## config.mk

```make
export PLATFORM = sky130hd
export DESIGN_NAME = trackeq
export DESIGN_NICKNAME = d
export VERILOG_FILES = /design/src/rtl/trackeq_pkg.sv /design/src/rtl/trackeq_seq.sv /design/src/rtl/trackeq_lines.sv /design/src/rtl/trackeq_mac.sv /design/src/rtl/trackeq.sv
export SDC_FILE = /design/constraint.sdc
export NUM_CORES = 2
export LEC_CHECK = 0
export ABC_AREA = 1
export BUFFER_PORTS_ARGS = -buffer_cell sky130_fd_sc_hd__buf_2
export CAP_MARGIN = 20
export CORE_ASPECT_RATIO = 1.2
export CORE_MARGIN = 2
export CORE_UTILIZATION = 62
export CTS_CLUSTER_DIAMETER = 60
export DETAILED_ROUTE_END_ITERATION = 12
export GPL_TIMING_DRIVEN = 1
export PLACE_DENSITY = 0.91
export SLEW_MARGIN = 20
export SYNTH_ARGS = -nofsm -noshare
export SYNTH_HDL_FRONTEND = slang
export SYNTH_SLANG_ARGS = --single-unit
```

## constraint.sdc

```tcl
create_clock -name clk -period 8.3 [get_ports clk]
set_input_delay 0.415 -clock clk [delete_from_list [all_inputs] [get_ports clk]]
set_output_delay 0.415 -clock clk [all_outputs]
set_load 0.05 [all_outputs]
```

## src/rtl/trackeq_pkg.sv

```systemverilog
package trackeq_pkg;

    localparam int NMAIN_DEF = 8;
    localparam int NTAP_DEF  = 10;
    localparam int DW_DEF    = 8;
    localparam int ACCW_DEF  = 20;

    typedef enum logic [1:0] {
        ST_IDLE = 2'd0,
        ST_LOAD = 2'd1,
        ST_MAC  = 2'd2
    } seq_state_e;

endpackage

```

## src/rtl/trackeq_seq.sv

```systemverilog
module trackeq_seq
    import trackeq_pkg::*;
#(
    parameter int NCHAN = 9,
    parameter int NTAP  = 10,
    localparam int CHW  = $clog2(NCHAN),
    localparam int TAPW = $clog2(NTAP)
) (
    input  logic             clk,
    input  logic             rst,
    input  logic             smp_valid,
    input  logic [CHW-1:0]   smp_chan,
    output logic             load,
    output logic             mac_en,
    output logic             mac_first,
    output logic             mac_last,
    output logic [CHW-1:0]   cur_ch,
    output logic [TAPW-1:0]  cur_tap,
    output logic [NCHAN-1:0] pend
);

    seq_state_e       st_q;
    logic [NCHAN-1:0] pend_q;
    logic [NCHAN-1:0] set_v;
    logic [NCHAN-1:0] clr_v;
    logic [CHW-1:0]   ch_q;
    logic [CHW-1:0]   pick;
    logic [TAPW-1:0]  tap_q;
    logic             in_range;

    assign in_range = {1'b0, smp_chan} < (CHW+1)'(NCHAN);
    assign set_v    = (smp_valid && in_range) ? (NCHAN'(1) << smp_chan) : '0;
    assign clr_v    = (st_q == ST_LOAD) ? (NCHAN'(1) << ch_q) : '0;

    // lowest pending index wins
    always_comb begin
        pick = '0;
        for (int i = NCHAN - 1; i >= 0; i--) begin
            if (pend_q[i]) pick = CHW'(i);
        end
    end

    always_ff @(posedge clk) begin
        if (rst) begin
            pend_q <= '0;
        end else begin
            pend_q <= (pend_q & ~clr_v) | set_v;
        end
    end

    always_ff @(posedge clk) begin
        if (rst) begin
            st_q  <= ST_IDLE;
            ch_q  <= '0;
            tap_q <= '0;
        end else begin
            unique case (st_q)
                ST_IDLE: begin
                    if (|pend_q) begin
                        ch_q <= pick;
                        st_q <= ST_LOAD;
                    end
                end
                ST_LOAD: begin
                    tap_q <= '0;
                    st_q  <= ST_MAC;
                end
                ST_MAC: begin
                    tap_q <= tap_q + 1'b1;
                    if (tap_q == TAPW'(NTAP - 1)) st_q <= ST_IDLE;
                end
                default: st_q <= ST_IDLE;
            endcase
        end
    end

    assign load      = (st_q == ST_LOAD);
    assign mac_en    = (st_q == ST_MAC);
    assign mac_first = (tap_q == '0);
    assign mac_last  = (tap_q == TAPW'(NTAP - 1));
    assign cur_ch    = ch_q;
    assign cur_tap   = tap_q;
    assign pend      = pend_q;

endmodule

```

## src/rtl/trackeq_lines.sv

```systemverilog
module trackeq_lines #(
    parameter int NCHAN = 9,
    parameter int NTAP  = 10,
    parameter int DW    = 8,
    localparam int CHW  = $clog2(NCHAN),
    localparam int TAPW = $clog2(NTAP)
) (
    input  logic                 clk,
    input  logic                 rst,
    input  logic                 wr_en,
    input  logic [CHW-1:0]       wr_chan,
    input  logic signed [DW-1:0] wr_data,
    input  logic                 load,
    input  logic [CHW-1:0]       ch,
    input  logic [TAPW-1:0]      tap,
    output logic signed [DW-1:0] rd_x
);

    logic [NTAP*DW-1:0] hist_flat [NCHAN];

    for (genvar c = 0; c < NCHAN; c++) begin : g_chan
        logic [DW-1:0]      stage_q;
        logic [NTAP*DW-1:0] line_q;

        always_ff @(posedge clk) begin
            if (rst) begin
                stage_q <= '0;
            end else if (wr_en && wr_chan == CHW'(c)) begin
                stage_q <= wr_data;
            end
        end

        // newest sample sits in tap 0
        always_ff @(posedge clk) begin
            if (rst) begin
                line_q <= '0;
            end else if (load && ch == CHW'(c)) begin
                line_q <= {line_q[(NTAP-1)*DW-1:0], stage_q};
            end
        end

        assign hist_flat[c] = line_q;
    end

    assign rd_x = hist_flat[ch][tap*DW +: DW];

endmodule

```

## src/rtl/trackeq_mac.sv

```systemverilog
module trackeq_mac #(
    parameter int NMAIN = 8,
    parameter int NTAP  = 10,
    parameter int DW    = 8,
    parameter int ACCW  = 20,
    localparam int CHW  = $clog2(NMAIN + 1),
    localparam int TAPW = $clog2(NTAP),
    localparam int PW   = 2 * DW
) (
    input  logic                 clk,
    input  logic                 rst,
    input  logic                 en,
    input  logic                 first,
    input  logic                 last,
    input  logic [CHW-1:0]       ch,
    input  logic [TAPW-1:0]      tap,
    input  logic signed [DW-1:0] x,
    input  logic [NTAP*DW-1:0]   coef_main,
    input  logic [NTAP*DW-1:0]   coef_aux,
    input  logic [1:0]           scale_sel,
    output logic                 out_valid,
    output logic [CHW-1:0]       out_chan,
    output logic [DW-1:0]        out_data
);

    logic signed [DW-1:0]   c_sel;
    logic signed [PW-1:0]   prod;
    logic signed [ACCW-1:0] prod_ext;
    logic signed [ACCW-1:0] acc_q;
    logic signed [ACCW-1:0] acc_base;
    logic signed [ACCW-1:0] acc_nx;
    logic signed [ACCW-1:0] scaled;
    logic                   is_aux;

    assign is_aux   = (ch == CHW'(NMAIN));
    assign c_sel    = is_aux ? coef_aux[tap*DW +: DW] : coef_main[tap*DW +: DW];
    assign prod     = x * c_sel;
    assign prod_ext = {{(ACCW-PW){prod[PW-1]}}, prod};
    assign acc_base = first ? '0 : acc_q;
    assign acc_nx   = acc_base + prod_ext;
    assign scaled   = acc_nx >>> scale_sel;

    always_ff @(posedge clk) begin
        if (rst) begin
            acc_q <= '0;
        end else if (en) begin
            acc_q <= acc_nx;
        end
    end

    always_ff @(posedge clk) begin
        if (rst) begin
            out_valid <= 1'b0;
            out_chan  <= '0;
            out_data  <= '0;
        end else begin
            out_valid <= en && last;
            if (en && last) begin
                out_chan <= ch;
                out_data <= DW'(scaled);
            end
        end
    end

endmodule

```

## src/rtl/trackeq.sv

```systemverilog
module trackeq
    import trackeq_pkg::*;
#(
    parameter int NMAIN = NMAIN_DEF,
    parameter int NTAP  = NTAP_DEF,
    parameter int DW    = DW_DEF,
    parameter int ACCW  = ACCW_DEF,
    localparam int NCHAN = NMAIN + 1,
    localparam int CHW   = $clog2(NCHAN),
    localparam int TAPW  = $clog2(NTAP)
) (
    input  logic                 clk,
    input  logic                 rst,
    input  logic                 smp_valid,
    input  logic [CHW-1:0]       smp_chan,
    input  logic [DW-1:0]        smp_data,
    input  logic [NTAP*DW-1:0]   coef_main,
    input  logic [NTAP*DW-1:0]   coef_aux,
    input  logic [1:0]           scale_sel,
    output logic                 out_valid,
    output logic [CHW-1:0]       out_chan,
    output logic [DW-1:0]        out_data
);

    logic                 load_w;
    logic                 mac_en_w;
    logic                 mac_first_w;
    logic                 mac_last_w;
    logic [CHW-1:0]       ch_w;
    logic [TAPW-1:0]      tap_w;
    logic [NCHAN-1:0]     pend_w;
    logic signed [DW-1:0] x_w;

    trackeq_seq #(
        .NCHAN (NCHAN),
        .NTAP  (NTAP)
    ) u_seq (
        .clk       (clk),
        .rst       (rst),
        .smp_valid (smp_valid),
        .smp_chan  (smp_chan),
        .load      (load_w),
        .mac_en    (mac_en_w),
        .mac_first (mac_first_w),
        .mac_last  (mac_last_w),
        .cur_ch    (ch_w),
        .cur_tap   (tap_w),
        .pend      (pend_w)
    );

    trackeq_lines #(
        .NCHAN (NCHAN),
        .NTAP  (NTAP),
        .DW    (DW)
    ) u_lines (
        .clk     (clk),
        .rst     (rst),
        .wr_en   (smp_valid),
        .wr_chan (smp_chan),
        .wr_data (smp_data),
        .load    (load_w),
        .ch      (ch_w),
        .tap     (tap_w),
        .rd_x    (x_w)
    );

    trackeq_mac #(
        .NMAIN (NMAIN),
        .NTAP  (NTAP),
        .DW    (DW),
        .ACCW  (ACCW)
    ) u_mac (
        .clk       (clk),
        .rst       (rst),
        .en        (mac_en_w),
        .first     (mac_first_w),
        .last      (mac_last_w),
        .ch        (ch_w),
        .tap       (tap_w),
        .x         (x_w),
        .coef_main (coef_main),
        .coef_aux  (coef_aux),
        .scale_sel (scale_sel),
        .out_valid (out_valid),
        .out_chan  (out_chan),
        .out_data  (out_data)
    );

endmodule

```

Word-level counts from Yosys, hierarchy flattened
Index checks and enable logic that the tools add are counted.
Operators by class
  add/subtract/negate cells: 2
  multipliers: 1
  $lt $le $gt $ge: 2
  eq/ne operators: 21
  shift operators: 6
  mux-type cells: 20
  bitwise operators: 4
  reductions and logical operators: 28
Operators by type and width (count)
  $bmux W80 S4: 1
  $shiftx A80 B8 Y8: 3
  $mux W80: 2
  $mux W4: 9
  $eq A4 B3 Y1 const B: 8
  $add A20 B16 Y20: 1
  $logic_and A1 B1 Y1: 20
  $mux W20: 1
  $sshr A20 B2 Y8: 1
  $mux W9: 2
  $shl A1 B4 Y9 const A: 2
  $eq A4 B2 Y1 const B: 4
  $mul A8 B8 Y16: 1
  $eq A4 B4 Y1 const B: 3
  $logic_not A4 Y1: 3
  $and A9 B9 Y9: 1
  $not A9 Y9: 1
  $or A9 B9 Y9: 1
  $reduce_or A9 Y1: 1
  $eq A4 B1 Y1 const B: 2
  $mux W8: 1
  $pmux W4 S2: 1
  $pmux W2 S3: 1
  $ge A5 B5 Y1 const B: 1
  11 further kinds: 13
Word-level totals
  flip-flop bits (word level): 844
  input bits: 177
  word-level logic and storage cells: 110

Depth between registers and ports, before layout
  depth in word-level cells: 9
  mapped depth: 37

Modules after synthesis
Synthesis repeated with hierarchy kept, for this count alone.
Second synthesis, totals
  cell total of the unflattened synthesis: 5827
  area, all modules: 39410.3 µm²
By module, submodules not included
  trackeq_lines: times used 1, cells an instance 4924, area each 33764.9 µm², seq. area each 15855.2 µm²
  trackeq_mac: times used 1, cells an instance 749, area each 4581.9 µm², seq. area each 480.5 µm²
  trackeq_seq: times used 1, cells an instance 154, area each 1063.5 µm², seq. area each 380.4 µm²

Least setup slack after synthesis
OpenSTA, ideal clock, no wires.
  kind: register to register
  start: reg u_seq.tap_q[0] (netlist: u_seq.cur_tap[0])
  end: reg u_mac.acc_q[10]
  setup time: 0.116 ns
  arrival: 5.935 ns
  data required time: 8.184 ns
  slack: 2.249 ns
  cell stages (with the launch flop): 34
  path buffers: 5
  clock period less this slack: 6.051 ns
  cells stage by stage: dfxtp_1 > buf_2 > inv_1 > buf_2 > buf_2 > buf_2 > clkbuf_1 > o21ai_0 > o221ai_1 > a31oi_1 > o21ai_1 > nand2_1 > fa_1 > inv_1 > fa_1 > inv_1 > fa_1 > inv_1 > fa_1 > fa_1 > ha_1 > inv_1 > o21bai_1 > nand2_1 > nand2_1 > a21oi_1 > xnor2_1 > inv_1 > nand2_1 > nand2_1 > nand2_1 > nand3_1 > o211ai_1 > inv_1
Between the ends
  longest elaborated chain between the ends: 4
  elaborated cells on any way between the ends: 8
  those cells by class: add/sub (1); mul (1); shift (3); mux (2); reduce/logical (1)
Ends and longest elaborated chain
  start: declaration: RTL line trackeq_seq.sv:28  | logic [TAPW-1:0] tap_q;
  start signal: assignment: RTL line trackeq_seq.sv:69  | tap_q <= tap_q + 1'b1;
  $shiftx A80 B8 Y8: RTL line trackeq_mac.sv:36  | assign c_sel = is_aux ? coef_aux[tap*DW +: DW] : coef_main[tap*DW +: DW];
  $mux W8: RTL line trackeq_mac.sv:36
  $mul A8 B8 Y16: RTL line trackeq_mac.sv:37  | assign prod = x * c_sel;
  $add A20 B16 Y20 *: RTL line trackeq_mac.sv:40  | assign acc_nx = acc_base + prod_ext;
  end signal: assignment: RTL line trackeq_mac.sv:47  | acc_q <= acc_nx;
  end: declaration: RTL line trackeq_mac.sv:29  | logic signed [ACCW-1:0] acc_q;
Every way passes the cells marked *; elsewhere a longest branch is shown, timed or not.
A chain may end at the register's enable or synchronous reset.

Final worst setup path
  start: reg u_seq.ch_q[1] (netlist: u_seq.cur_ch[1])
  end: reg u_mac.out_data[7]
Between the ends
  longest elaborated chain between the ends: 8
  elaborated cells on any way between the ends: 10
  those cells by class: add/sub (1); mul (1); eq/ne (1); shift (2); mux (4); bitwise (1)
Ends and longest elaborated chain
  start: declaration: RTL line trackeq_seq.sv:26  | logic [CHW-1:0] ch_q;
  start signal: assignment: RTL line trackeq_seq.sv:60  | ch_q <= pick;
  $not A4 Y5 (not written as such): RTL line trackeq_lines.sv:45  | assign rd_x = hist_flat[ch][tap*DW +: DW];
  $bmux W80 S4: RTL line trackeq_lines.sv:45
  $mux W80 (not written as such) (2 in series): RTL line trackeq_lines.sv:45
  $shiftx A80 B8 Y8: RTL line trackeq_lines.sv:45
  $mul A8 B8 Y16 *: RTL line trackeq_mac.sv:37
  $add A20 B16 Y20 *: RTL line trackeq_mac.sv:40
  $sshr A20 B2 Y8 *: RTL line trackeq_mac.sv:41  | assign scaled = acc_nx >>> scale_sel;
  end signal: assignment: RTL line trackeq_mac.sv:60  | out_data <= DW'(scaled);
  end: declaration: RTL line trackeq_mac.sv:23  | output logic [DW-1:0] out_data
Every way passes the cells marked *; elsewhere a longest branch is shown, timed or not. The select of a mux whose other input is x is not followed.

==> results.py <==
metrics = {
    "status": {
        "status": "finished clean",
    },
    "synthesis": {
        "yosys.cell_types.count": 44,
        "ys.warnings.count": 0,
        "muxShareOfSynthArea_pct": 0,
        "synthAdderAreaFrac_pct": 3.14,
        "syn_area_per_cell_sq_um": 7.04,
        "synth-xor-area-share_pct": 0.229,
        "syn_area_sq_um": 38300,
        "synthArstFlopShare_pct": 0,
        "netlist_top_cells_area": "dfxtp_1 (44%), nor2_1 (12%), o21ai_0 (11%)",
        "synth_seq_cells": 835,
        "synth_compound_area_share_pct": 21.2,
        "synth_top_area_share_pct": 43.7,
        "synth_top_family_by_area": "simple AND/OR/NAND/NOR gates",
        "yosysTopAreaCell": "dfxtp_1",
        "synth-main-ff-cell": "dfxtp_1",
        "synth_edf_count": 0,
        "syn-num-nets": 5685,
        "ys_seq_area_share_pct": 43.7,
        "synthCells": 5436,
        "synthSimpleGateAreaFrac_pct": 24.1,
    },
    "finish": {
        "layout-drive-gt1-share_pct": 7.82,
        "synthToLayoutAreaGrowth_pct": 9.40,
        "num-fill-cells": 4714,
        "finalNonFillerCells": 6247,
        "layout.nets": 5619,
        "multi_input_area_sq_um": 18700,
        "register_area_sq_um": 16700,
    },
    "grt": {
        "antenna_found_initial": 11,
        "grt_pass1_wl_microns": 191000,
        "gr-usage-all-layers_pct": 36.9,
        "grt_max_degree": 300,
        "overflow": 0,
        "grt_pass1_vias": 36700,
    },
    "clock_network": {
        "cts_tree": "done",
        "postCtsHoldBufs": 0,
        "clkTransAtPathRegs_ns": 0.06,
        "clock_latency_ns": 0.65,
        "htree_levels": 3,
        "ctsResizeCount": 0,
        "cts_num_sinks": 835,
        "cts.path.max_buffers": 3,
        "cts_root_buf": "clkbuf_16",
        "post_cts_buffers": 0,
        "numCtsBuffers": 79,
    },
    "timing": {
        "relSlewSlack_pct": 18.6,
        "fin_tns_setup_ns": 0,
        "tightest_slew_ns": 1.22,
        "drv_slew": 0,
        "whs_ns": 0.102,
        "hold_viol": 0,
        "fin_crit_sh_pct": 88.0,
        "rsz0062_at_grt": "no",
        "setup_viol": 0,
        "finalClockSkew_ns": 0.0245,
        "max_freq_mhz": 137,
        "period_needed_ns": 7.31,
    },
    "critical_path": {
        "worstPathArrival_ns": 7.87,
        "cpMaxStageDelayCell": "o311ai_0",
        "startpoint_type": "flop",
        "path_max_fanout": 63,
        "cp.required_ns": 8.87,
        "criticalPathCategory": "flop to flop",
        "end_kind": "flop",
        "crit_buf_inv": 5,
        "reg2reg_slack_ns": 0.99,
        "critical_path.top_delay_family": "adder cells",
        "max_stage_delay_ns": 0.89,
    },
    "detailed_routing": {
        "wl_per_cell_microns": 19.4,
        "drcViolationCount": 0,
        "via_per_inst": 6.24,
        "ant_nets": 0,
        "routed_wl_microns": 121000,
        "routed-via-count": 39000,
        "firstDrtPassIters": 9,
        "drtIter0Drc": 5730,
    },
    "floorplan": {
        "fp.dieW_microns": 231,
        "num_rows": 99,
        "io_pins": 190,
        "core_area_sq_um": 60900,
        "die-area_sq_um": 63700,
        "initial_utilization_pct": 62.8,
        "die_y_microns": 276,
    },
    "power": {
        "p_per_area_nw_per_um2": 293,
        "finalPower_uw": 12300,
        "irDropWorstVdd_mv": 0.436,
        "p_leak_uw": 0.0184,
    },
    "place": {
        "port-buffer-count": 189,
        "gp_congestion": 0.956,
        "dp.cells": 6097,
        "dp_hpwl_microns": 69600,
    },
    "run": {
        "cap_violations": 0,
    },
    "hold_path": {
        "hp-class": "primary input to flop",
    },
}
power by group:
part           internal (uW)  leakage (uW)  total, uW  switching (uW)
registers               4170       0.00674       4290             120
logic                   1470        0.0104       4290            2810
clock network           2090       0.00130       3680            1590
path summary, 6_finish.rpt:
check / end / cells after the start / from
setup / recovery: u_mac.out_data[7] / 27 / u_seq.cur_ch[1]
hold / removal: u_mac.out_data[3] / 3 / scale_sel[1]
setup reg to reg: u_mac.out_data[7] / 27 / u_seq.cur_ch[1]
hold reg to reg: u_lines.g_chan[0].line_q[73] / 2 / u_lines.g_chan[0].line_q[73]
through the flow:
| step | util (%) | area, sq um | setup WS, ns |
|---|---|---|---|
| final | 68.7 | 41900 | 0.992 |
| after global routing | 68.7 | 41900 | 0.608 |
| after CTS | 68.7 | 41800 | 1.09 |
| after detailed placement | 64.3 | 39200 | 1.11 |
| after global placement | 64.3 | 39200 | 1.26 |
| after floorplan | - | 38300 | 2.25 |
cell type report:
cell class	count	area share [%]
clock buffers	119	5.68
clock inverters	24	0.637
flip-flops and latches	835	39.9
well taps	808	2.41
multi-input cells	3893	44.7
repair buffers	258	3.80
inverters	303	2.76
diodes	7	0.0418
cells in the mapped netlist, types with 4 or more instances:
master and number:
a211oi_1 6, xnor2_1 6, a31oi_1 4, ha_1 32, nand3_1 195, o21ai_0 850, o221ai_1 4, o211ai_1 8
dfxtp_1 835, buf_1 18, nand4_1 33, a2111oi_0 24, nand2_1 779, buf_2 79, a21oi_1 337, buf_6 12
o311ai_0 5, clkbuf_1 282, nor3_1 25, inv_1 281, nor2_1 1270, o22ai_1 10, buf_4 14, clkinv_1 11
nand3b_1 15, a22oi_1 204, inv_2 11, fa_1 40, xor2_1 4, o21ai_1 22
kinds of logic after synthesis:
group           count (synthesis)
buf+inv                       708
xor+xnor                       10
simple gates                 2330
flops                         835
fa+ha+maj                      72
compound gates               1481
tightest hold or removal path: stages:
cell     delay [ns]
buf_2          0.15
nand2_1        0.08
a21oi_1        0.05
layer usage:
layer | routed length, microns | global-route usage [%] | share of wire, %
met1 | 43500 | 45.0 | 36
met2 | 54700 | 58.9 | 45
met4 | 7730 | 23.0 | 6.4
met3 | 14900 | 8.63 | 12
met5 | 10 | 0 | 0.0083
placed cells by master (no fill, tap or decap), types with 80 or more instances in the layout:
cell,netlist,layout
o21ai_0,850,849
nor2_1,1270,1268
inv_1,281,279
a22oi_1,204,204
clkbuf_16,0,80
nand3_1,195,194
nand2_1,779,774
a21oi_1,337,337
dfxtp_1,835,832
buf_2,79,189
flip-flops by register name, summed over array words and instances (netlist names):
register,cells
u_seq.st_q,2
u_mac.acc_q,11
u_lines.g_chan.line_q,720
u_seq.cur_ch,4
u_lines.g_chan.stage_q,72
u_mac.out_valid,1
u_mac.out_chan,4
u_mac.out_data,8
u_seq.cur_tap,4
u_seq.pend,9
Power figures use the tool's default switching activity.
